### src/rtl/fcm_pkg.sv
package fcm_pkg;

    typedef enum logic [1:0] {
        S_OFF      = 2'd0,
        S_BASELINE = 2'd1,
        S_WATCH    = 2'd2
    } band_state_t;

    localparam logic [1:0] MODE_LO_ONLY = 2'd1;
    localparam logic [1:0] MODE_HI_ONLY = 2'd2;

endpackage

### src/rtl/fcm_mode_decode.sv
module fcm_mode_decode
    import fcm_pkg::*;
(
    input  logic [1:0] mode_i,
    output logic       lo_en_o,
    output logic       hi_en_o
);

    always_comb begin
        unique case (mode_i)
            MODE_LO_ONLY: begin
                lo_en_o = 1'b1;
                hi_en_o = 1'b0;
            end
            MODE_HI_ONLY: begin
                lo_en_o = 1'b0;
                hi_en_o = 1'b1;
            end
            default: begin
                lo_en_o = 1'b1;
                hi_en_o = 1'b1;
            end
        endcase
    end

endmodule

### src/rtl/fcm_band.sv
module fcm_band
    import fcm_pkg::*;
#(
    parameter int DW     = 10,
    parameter int CW     = 8,
    parameter int THRESH = 10
) (
    input  logic          clk,
    input  logic          rst_n,
    input  logic          start_i,
    input  logic          en_i,
    input  logic          stop_i,
    input  logic          valid_i,
    input  logic [DW-1:0] data_i,
    output logic          ind_o,
    output logic          evt_valid_o,
    output logic [DW-1:0] evt_old_o,
    output logic [DW-1:0] evt_new_o,
    output logic [CW-1:0] evt_cnt_o
);

    localparam logic [CW-1:0] CNT_MAX = {CW{1'b1}};
    localparam logic [DW-1:0] THR     = DW'(THRESH);

    function automatic logic [DW-1:0] absdiff(input logic [DW-1:0] a, input logic [DW-1:0] b);
        return (a > b) ? (a - b) : (b - a);
    endfunction

    band_state_t   state_q, state_d;
    logic [DW-1:0] base_q, lvl_q;
    logic [CW-1:0] cnt_q;
    logic          take, jump;
    logic [CW-1:0] cnt_inc;

    // a reading counts only when no control pulse overrides it
    assign take    = valid_i && !stop_i && !start_i;
    assign jump    = absdiff(data_i, lvl_q) > THR;
    assign cnt_inc = (cnt_q == CNT_MAX) ? cnt_q : cnt_q + 1'b1;

    // next-state logic
    always_comb begin
        state_d = state_q;
        if (stop_i) begin
            state_d = S_OFF;
        end else if (start_i) begin
            state_d = en_i ? S_BASELINE : S_OFF;
        end else begin
            unique case (state_q)
                S_OFF:      state_d = S_OFF;
                S_BASELINE: if (valid_i) state_d = S_WATCH;
                S_WATCH:    state_d = S_WATCH;
                default:    state_d = S_OFF;
            endcase
        end
    end

    // state register
    always_ff @(posedge clk or negedge rst_n) begin
        if (!rst_n) state_q <= S_OFF;
        else        state_q <= state_d;
    end

    // datapath and event outputs
    always_ff @(posedge clk or negedge rst_n) begin
        if (!rst_n) begin
            base_q      <= '0;
            lvl_q       <= '0;
            cnt_q       <= '0;
            evt_valid_o <= 1'b0;
            evt_old_o   <= '0;
            evt_new_o   <= '0;
            evt_cnt_o   <= '0;
        end else begin
            evt_valid_o <= 1'b0;
            if (take) begin
                unique case (state_q)
                    S_BASELINE: begin
                        base_q <= data_i;
                        lvl_q  <= data_i;
                        cnt_q  <= '0;
                    end
                    S_WATCH: begin
                        if (jump) begin
                            evt_valid_o <= 1'b1;
                            evt_old_o   <= lvl_q;
                            evt_new_o   <= data_i;
                            evt_cnt_o   <= cnt_inc;
                            lvl_q       <= data_i;
                            cnt_q       <= '0;
                        end else begin
                            cnt_q <= cnt_inc;
                        end
                    end
                    default: ;
                endcase
            end
        end
    end

    assign ind_o = (state_q == S_WATCH) && (absdiff(lvl_q, base_q) > THR);

    // every event spans more than the threshold
    p_evt_beyond_thresh_r2: assert property (@(posedge clk) disable iff (!rst_n)
        evt_valid_o |-> (absdiff(evt_new_o, evt_old_o) > THR));

    // the new level is the reading strobed one cycle earlier
    p_evt_new_is_sample_r3: assert property (@(posedge clk) disable iff (!rst_n)
        evt_valid_o |-> ($past(valid_i) && evt_new_o == $past(data_i)));

    // stop silences indicator and events
    p_stop_clears_r8: assert property (@(posedge clk) disable iff (!rst_n)
        $past(stop_i) |-> (!ind_o && !evt_valid_o));

    // a quiet reading at the ceiling keeps the counter there
    p_cnt_saturates_r5: assert property (@(posedge clk) disable iff (!rst_n)
        (state_q == S_WATCH && take && !jump && cnt_q == CNT_MAX) |=> (cnt_q == CNT_MAX));

    // an event always leaves the counter cleared
    p_cnt_cleared_r4: assert property (@(posedge clk) disable iff (!rst_n)
        evt_valid_o |-> (cnt_q == '0));

endmodule

### src/rtl/field_change_monitor.sv
module field_change_monitor
    import fcm_pkg::*;
#(
    parameter int DW     = 10,
    parameter int CW     = 8,
    parameter int THRESH = 10
) (
    input  logic          clk,
    input  logic          rst_n,
    input  logic          start_i,
    input  logic          stop_i,
    input  logic [1:0]    mode_i,
    input  logic          lo_valid_i,
    input  logic [DW-1:0] lo_data_i,
    input  logic          hi_valid_i,
    input  logic [DW-1:0] hi_data_i,
    output logic          lo_ind_o,
    output logic          lo_evt_valid_o,
    output logic [DW-1:0] lo_evt_old_o,
    output logic [DW-1:0] lo_evt_new_o,
    output logic [CW-1:0] lo_evt_cnt_o,
    output logic          hi_ind_o,
    output logic          hi_evt_valid_o,
    output logic [DW-1:0] hi_evt_old_o,
    output logic [DW-1:0] hi_evt_new_o,
    output logic [CW-1:0] hi_evt_cnt_o
);

    localparam int NB = 2;

    logic          lo_en, hi_en;
    logic [NB-1:0] en_v, valid_v, ind_v, evt_v;
    logic [DW-1:0] data_v [NB];
    logic [DW-1:0] old_v  [NB];
    logic [DW-1:0] new_v  [NB];
    logic [CW-1:0] cnt_v  [NB];

    fcm_mode_decode u_dec (
        .mode_i  (mode_i),
        .lo_en_o (lo_en),
        .hi_en_o (hi_en)
    );

    assign en_v      = {hi_en, lo_en};
    assign valid_v   = {hi_valid_i, lo_valid_i};
    assign data_v[0] = lo_data_i;
    assign data_v[1] = hi_data_i;

    for (genvar b = 0; b < NB; b++) begin : g_band
        fcm_band #(.DW(DW), .CW(CW), .THRESH(THRESH)) u_band (
            .clk         (clk),
            .rst_n       (rst_n),
            .start_i     (start_i),
            .en_i        (en_v[b]),
            .stop_i      (stop_i),
            .valid_i     (valid_v[b]),
            .data_i      (data_v[b]),
            .ind_o       (ind_v[b]),
            .evt_valid_o (evt_v[b]),
            .evt_old_o   (old_v[b]),
            .evt_new_o   (new_v[b]),
            .evt_cnt_o   (cnt_v[b])
        );
    end

    assign lo_ind_o       = ind_v[0];
    assign lo_evt_valid_o = evt_v[0];
    assign lo_evt_old_o   = old_v[0];
    assign lo_evt_new_o   = new_v[0];
    assign lo_evt_cnt_o   = cnt_v[0];
    assign hi_ind_o       = ind_v[1];
    assign hi_evt_valid_o = evt_v[1];
    assign hi_evt_old_o   = old_v[1];
    assign hi_evt_new_o   = new_v[1];
    assign hi_evt_cnt_o   = cnt_v[1];

    // a start in low-only mode keeps the high band silent next cycle
    p_lo_only_silences_hi_r7: assert property (@(posedge clk) disable iff (!rst_n)
        $past(start_i && !stop_i && mode_i == MODE_LO_ONLY) |-> (!hi_ind_o && !hi_evt_valid_o));

    // a start in high-only mode keeps the low band silent next cycle
    p_hi_only_silences_lo_r7: assert property (@(posedge clk) disable iff (!rst_n)
        $past(start_i && !stop_i && mode_i == MODE_HI_ONLY) |-> (!lo_ind_o && !lo_evt_valid_o));

endmodule

### config.mk
export PLATFORM = sky130hd
export DESIGN_NAME = field_change_monitor
export DESIGN_NICKNAME = d
export VERILOG_FILES = /design/src/rtl/fcm_pkg.sv /design/src/rtl/fcm_mode_decode.sv /design/src/rtl/fcm_band.sv /design/src/rtl/field_change_monitor.sv
export SDC_FILE = /design/constraint.sdc
export NUM_CORES = 1
export LEC_CHECK = 0
export BUFFER_PORTS_ARGS = -buffer_cell sky130_fd_sc_hd__buf_2
export CAP_MARGIN = 0
export CORE_MARGIN = 3
export CORE_UTILIZATION = 30
export CTS_CLUSTER_DIAMETER = 60
export DETAILED_ROUTE_END_ITERATION = 10
export GPL_TIMING_DRIVEN = 1
export PLACE_DENSITY = 0.45
export SKIP_LAST_GASP = 1
export SYNTH_ARGS = -nofsm -noshare
export SYNTH_HDL_FRONTEND = slang
export SYNTH_HIERARCHICAL = 1
export SYNTH_SLANG_ARGS = --single-unit
export TNS_END_PERCENT = 10
### constraint.sdc
create_clock -name clk -period 3.2 [get_ports clk]
set_input_delay 0.32 -clock clk [delete_from_list [all_inputs] [get_ports clk]]
set_output_delay 0.32 -clock clk [all_outputs]
set_load 0.01 [all_outputs]
Yosys cells after proc, flatten, opt, wreduce, memory -nomap -nowiden

Cells that the tools add are included.

Register bits: 118
Bits in latches: 0
Memory bits (writable): 0
Memory bits (read-only): 0
Input bits: 28
Output and inout port bits: 60
Word-level logic and storage cells: 94
Memories: 0

$add $sub $neg: 10
$mul: 0
Divide/modulo/power cells: 0
$lt $le $gt $ge: 8
Eq/ne operators: 12
Shift-type cells: 0
Multiplexer cells: 30
Bitwise gates (word level): 0
Reduce and logical (&&, ||, !) cells: 18

Operator list:

| operator                                                                | number |
|---|---|
| 10-bit subtractor                                                       | 8 |
| 10-bit two-way mux                                                      | 6 |
| 10-bit > comparator                                                     | 4 |
| 10-bit by 4-bit > comparator with 1-bit output, second input constant   | 4 |
| 10-bit one-hot mux with 2 select lines                                  | 2 |
| 8-bit two-way mux                                                       | 4 |
| 8-bit one-hot mux with 2 select lines                                   | 2 |
| 8-bit by 1-bit adder with 8-bit output, second input constant           | 2 |
| 8-bit == test, second input constant                                    | 2 |
| 2-bit two-way mux                                                       | 6 |
| 3-bit AND reduction                                                     | 4 |
| 1-bit two-way mux                                                       | 8 |
| 4-bit inequality test, second input constant                            | 2 |
| 2-bit one-hot mux with 2 select lines                                   | 2 |
| 2-bit AND reduction                                                     | 4 |
| 2-bit by 1-bit == test with 1-bit output, second input constant         | 3 |
| 2-bit == test, second input constant                                    | 3 |
| 1-bit logical AND                                                       | 6 |
| 2-bit by 1-bit inequality test with 1-bit output, second input constant | 2 |
| 2-bit nonzero test                                                      | 2 |
| 1-bit logical NOT                                                       | 2 |

Depth between registers and ports, before layout

Depth in word-level cells: 6
Depth in mapped cells: 14
Mapped depth without buffers: 12

Cells and area by module

The synthesis kept the hierarchy.

By module, submodules not included:

| module                      | times used | cells each | area each (um^2) | seq. area each (um^2) |
|---|---|---|---|---|
| fcm_band (g_band[0].u_band) | 1          | 516        | 4719.5           | 1476.4 |
| fcm_band (g_band[1].u_band) | 1          | 489        | 4630.7           | 1476.4 |
| fcm_mode_decode             | 1          | 2          | 12.5             | 0.0 |

Least setup slack after synthesis

Ideal clock, no wire load.

Path kind: flip-flop to output port
From: register g_band[0].u_band.lvl_q[0]
To: output lo_ind_o
Data arrival time: 3.102 ns
Required time: 2.880 ns
Slack: -0.222 ns
Stages on the path, launching flop included: 14
Path buffers: 1
Path through: dfrtp_1 > inv_1 > ha_1 > inv_1 > fa_1 > and3_1 > o211ai_1 > nand3_1 > buf_2 > nand2_1 > mux2_2 > or3_1 > a2111oi_2 > a41oi_1

Longest elaborated chain between the ends: 4
Elaborated cells between the ends (all ways): 6
Classes of those cells: add/sub (2); order compare (2); mux (1); reduce/logical (1)

Ends and longest elaborated chain:

| element                                                         | line                       | RTL |
|---|---|---|
| start: declaration                                              | fcm_band.sv:30             | `logic [DW-1:0] base_q, lvl_q;` |
| start signal: assignment                                        | fcm_band.sv:79             | `lvl_q <= data_i;` |
| start signal: assignment                                        | fcm_band.sv:88             | `lvl_q <= data_i;` |
| 10-bit subtractor / 10-bit > comparator (equally long branches) | fcm_band.sv:26             | `return (a > b) ? (a - b) : (b - a);` |
| 10-bit two-way mux *                                            | fcm_band.sv:26             |  |
| 10-bit by 4-bit > comparator with 1-bit output *                | fcm_band.sv:100            | `assign ind_o = (state_q == S_WATCH) && (absdiff(lvl_q, base_q) > THR);` |
| 1-bit logical AND *                                             | fcm_band.sv:100            |  |
| end: declaration                                                | field_change_monitor.sv:17 | `output logic lo_ind_o,` |

Mark *: on every way between the ends. The rest lies on a longest branch, timed or not.

Worst setup path in the final report

Ends and elaborated chain as after synthesis.

==> results by group <==
Clock network
  • Clk pin slew, worst setup/hold paths: 60 ps
  • Post-CTS Hold Buffers: 0
  • # clock sinks: 118
  • Clock latency on the worst-skew pair: 420 ps
  • H-tree depth: 4
  • Root buffer cell: clkbuf_16
  • CTS tree: built
  • CTS buffer count: 17
  • Clock tree buffer depth: 2

Yosys
  • Mapped Avg Cell Area: 9.298 µm²
  • EDFF count, synth: 0
  • Yosys cell types: 93
  • Synth warn: 6
  • Post-synthesis cell count: 1007
  • #FFs+latches synth: 118
  • Yosys top cell by area: dfrtp_1
  • Most used DFF post-synth: dfrtp_1
  • Syn nets: 1125
  • Top cells by area, synth: dfrtp_1 32%, ha_1 11%, mux2_4 4.3%, inv_1 3.6%, mux2_2 3.6%
  • Post-synthesis sequential area ratio: 31.54%
  • Synth Cell Area: 9363 µm²
  • Fraction of registers with async set/reset: 100.0%
  • Synth top area share: 31.54%

Layout
  • Layout net count: 1392
  • Fin cells: 1682
  • Layout cell share with drive strength beyond 1: 35.30%
  • Area growth, synth to finish: 34.57%
  • Diode count: 0
  • Final Instance Area: 12600 µm²

Critical path
  • Cell repeated most along the worst path: inv_2
  • R2R setup slack: -330 ps
  • CP Cell Sequence: inv_2, ha_4, inv_2, fa_2, and3_4, o211ai_1, nand3_2, and2_4, o311a_1, or3_4, a2111oi_4, a41oi_2, buf_2
  • CP arrival: 3470 ps
  • Reg2reg start: g_band[1].u_band/lvl_q[0]
  • R2R cell count: 15
  • WP data required: 2880 ps
  • Critical path's slowest cell: dfrtp_1
  • CP Max Fanout: 3
  • Kind of critical path: reg2out
  • Critical path startpoint category: flip-flop
  • Worst reg2reg endpoint: g_band[1].u_band/evt_old_o[6]
  • Crit. End Element: primary output
  • CP peak stage delay: 380 ps

STA
  • Setup violators final: 94
  • Part of the cycle the worst path needs: 118.3%
  • RSZ-0062 raised after global routing: yes
  • Hold WS: -48.57 ps
  • TNS Setup: -21450 ps
  • Hold Vio Cnt, Final: 21
  • Max transition margin: 38.84%
  • Clock skew: 11.32 ps
  • Final setup margin: -586.7 ps
  • Worst-Margin Slew: 917.4 ps
  • Tmin final: 3787 ps
  • Max Slew Vio Count: 0
  • FMAX: 0.2641 GHz

Flow run
  • Max-capacitance violation count: 0

Floorplanning
  • Die width: 182.7 µm
  • Die area: 33360 µm²
  • Row count: 64
  • Die Height: 182.7 µm
  • Initial Utilization: 30.53%
  • I/O pin count: 88
  • Core Region: 30670 µm²

Placed design
  • I/O Buffers: 87
  • Final Wtd Congestion: 0.8700
  • Placed insts: 1629
  • Placed cell area: 11500 µm²
  • DP Wirelength: 21610 µm
  • Pre-CTS setup slack: -286.7 ps

GRT
  • Total congestion overflow: 0
  • Initial antenna violation count: 0
  • Global Route Usage Sum: 16.99%
  • Pin count of the biggest net entering global routing: 90
  • Vias in the first global route: 8421
  • First-pass GRT wire length: 45780 µm

Routing
  • DRC violations left: 0
  • Post-DR vias/cell: 4.943
  • Drt pass-1 iters: 5
  • WL per Instance: 16.82 µm
  • Via count: 8314
  • Detailed router's first-iteration violation count: 367
  • Total wire length: 28300 µm
  • Antenna Nets Post-Route: 0

Power and ir drop
  • Peak supply drop: 0.4050 mV
  • Leak: 6.005 nW
  • Total power: 10.87 mW
  • Power density over cell area: 862.9 nW/µm²

Status
  • Failing checks: negative hold slack, negative setup slack
  • Run status: complete, but fails checks

Worst hold path
  • Worst min path class: in2async
worst max-delay path: cells and delay by family, from the launching register on:
kind            cells  cell delay (ps)
fa+ha+maj           2              460
compound gates      4             1080
simple gates        4              840
flops               1              380
buf+inv             3              300
worst max-delay path by stage:
| stage | startpoint | endpoint | slack [ps] |
|---|---|---|---|
| 4_1_cts | g_band[0].u_band/lvl_q[0] | lo_ind_o | -620 |
| 3_3_place_gp | hi_data_i[0] | g_band[1].u_band/evt_new_o[1] | -260 |
| 6_report | g_band[0].u_band/lvl_q[0] | lo_ind_o | -590 |
| 3_5_place_dp | hi_data_i[0] | g_band[1].u_band/evt_old_o[2] | -290 |
| 2_1_floorplan | g_band[0].u_band/lvl_q[0] | lo_ind_o | -100 |
| 5_1_grt | g_band[0].u_band/lvl_q[0] | lo_ind_o | -750 |
state kept, by name, indices dropped and copies added, names as in the netlist:
register and cells:
g_band.u_band/evt_valid_o 2, g_band.u_band/evt_cnt_o 16, g_band.u_band/evt_new_o 20, g_band.u_band/lvl_q 20
g_band.u_band/evt_old_o 20, g_band.u_band/cnt_q 16, g_band.u_band/state_q 4, g_band.u_band/base_q 20
stage by stage:
stage | hold slack, ps | util [%]
floorplan | 24.41 | -
global placement | 474.6 | 37.51
detailed placement | 479.0 | 37.51
CTS | 23.52 | 40.50
global route | 50.94 | 41.08
finish | -48.57 | 41.08
repair_timing:
action	in CTS	in global routing
resized for setup	24	27
pin swaps	12	15
cloned	3	2
setup endpoints to repair	91	95
setup buffers	14	3
cells in the final DEF, fill, tap and decap left out, types with 8 or more instances in the layout:
| master | instances |
|---|---|
| nor2_1 | 50 |
| dfrtp_1 | 117 |
| buf_2 | 86 |
| o211ai_1 | 12 |
| a21oi_1 | 52 |
| a211oi_1 | 11 |
| clkbuf_16 | 18 |
| nor2b_1 | 17 |
| o31a_1 | 8 |
| o21ai_0 | 56 |
| mux2i_1 | 23 |
| mux2_4 | 27 |
| nor3_1 | 12 |
| nand3_1 | 29 |
| nand4_1 | 11 |
| ha_1 | 79 |
| nand2b_1 | 15 |
| mux2_2 | 30 |
| xnor2_1 | 16 |
| xor2_1 | 13 |
| nand2_1 | 89 |
| buf_4 | 193 |
| inv_1 | 85 |
| a21o_1 | 18 |
| and3_1 | 11 |
cell families after synthesis:
kind of cell	share of synthesized area, %
AO/OA/AOI/OAI	20.67
XOR/XNOR	2.713
adder cells (fa/ha/maj)	12.67
buffers and inverters	6.602
flip-flops	31.54
multiplexers	10.52
AND/OR/NAND/NOR	15.29
power by group:
group	switching, mW	internal, mW	total (mW)
Clock	0.762	1.32	2.08
Sequential	0.236	1.79	2.03
Combinational	3.42	3.34	6.76
synthesized netlist by cell type, drive strengths merged, types with 5 or more instances:
library cell,n
clkbuf,18
nor3,14
o21a,7
a21o,18
a221oi,6
a41oi,6
xnor2,16
mux2i,23
dfrtp,118
a2111oi,5
buf,28
o211ai,14
o31ai,8
nand2b,15
ha,82
a211oi,15
nand3,30
or3,6
a31oi,7
mux2,58
inv,92
or2,8
and2,5
fa,8
nand2,90
xor2,13
o32ai,12
o21ai,61
nor2b,17
nand4,12
o31a,9
a21oi,54
nand3b,7
nor2,51
nor4,6
and3,13
cell type report:
type	count	area (µm²)
fill	3062	18070
clock buffer	19	442.9
inverter	92	345.3
sequential	118	2954
tap	396	495.5
timing repair buffer	294	2146
multi-input combinational	751	6037
clock inverter	12	178.9
layer usage:
metal | up-vias | track usage (%) | wire, µm
li1 | 4158 | - | -
met1 | 3996 | 22.41 | 13200
met2 | 140 | 29.22 | 14010
met3 | 20 | 2.292 | 728
met4 | 0 | 4.509 | 362
met5 | - | 0 | 0
(Power assumes the default switching activity.)
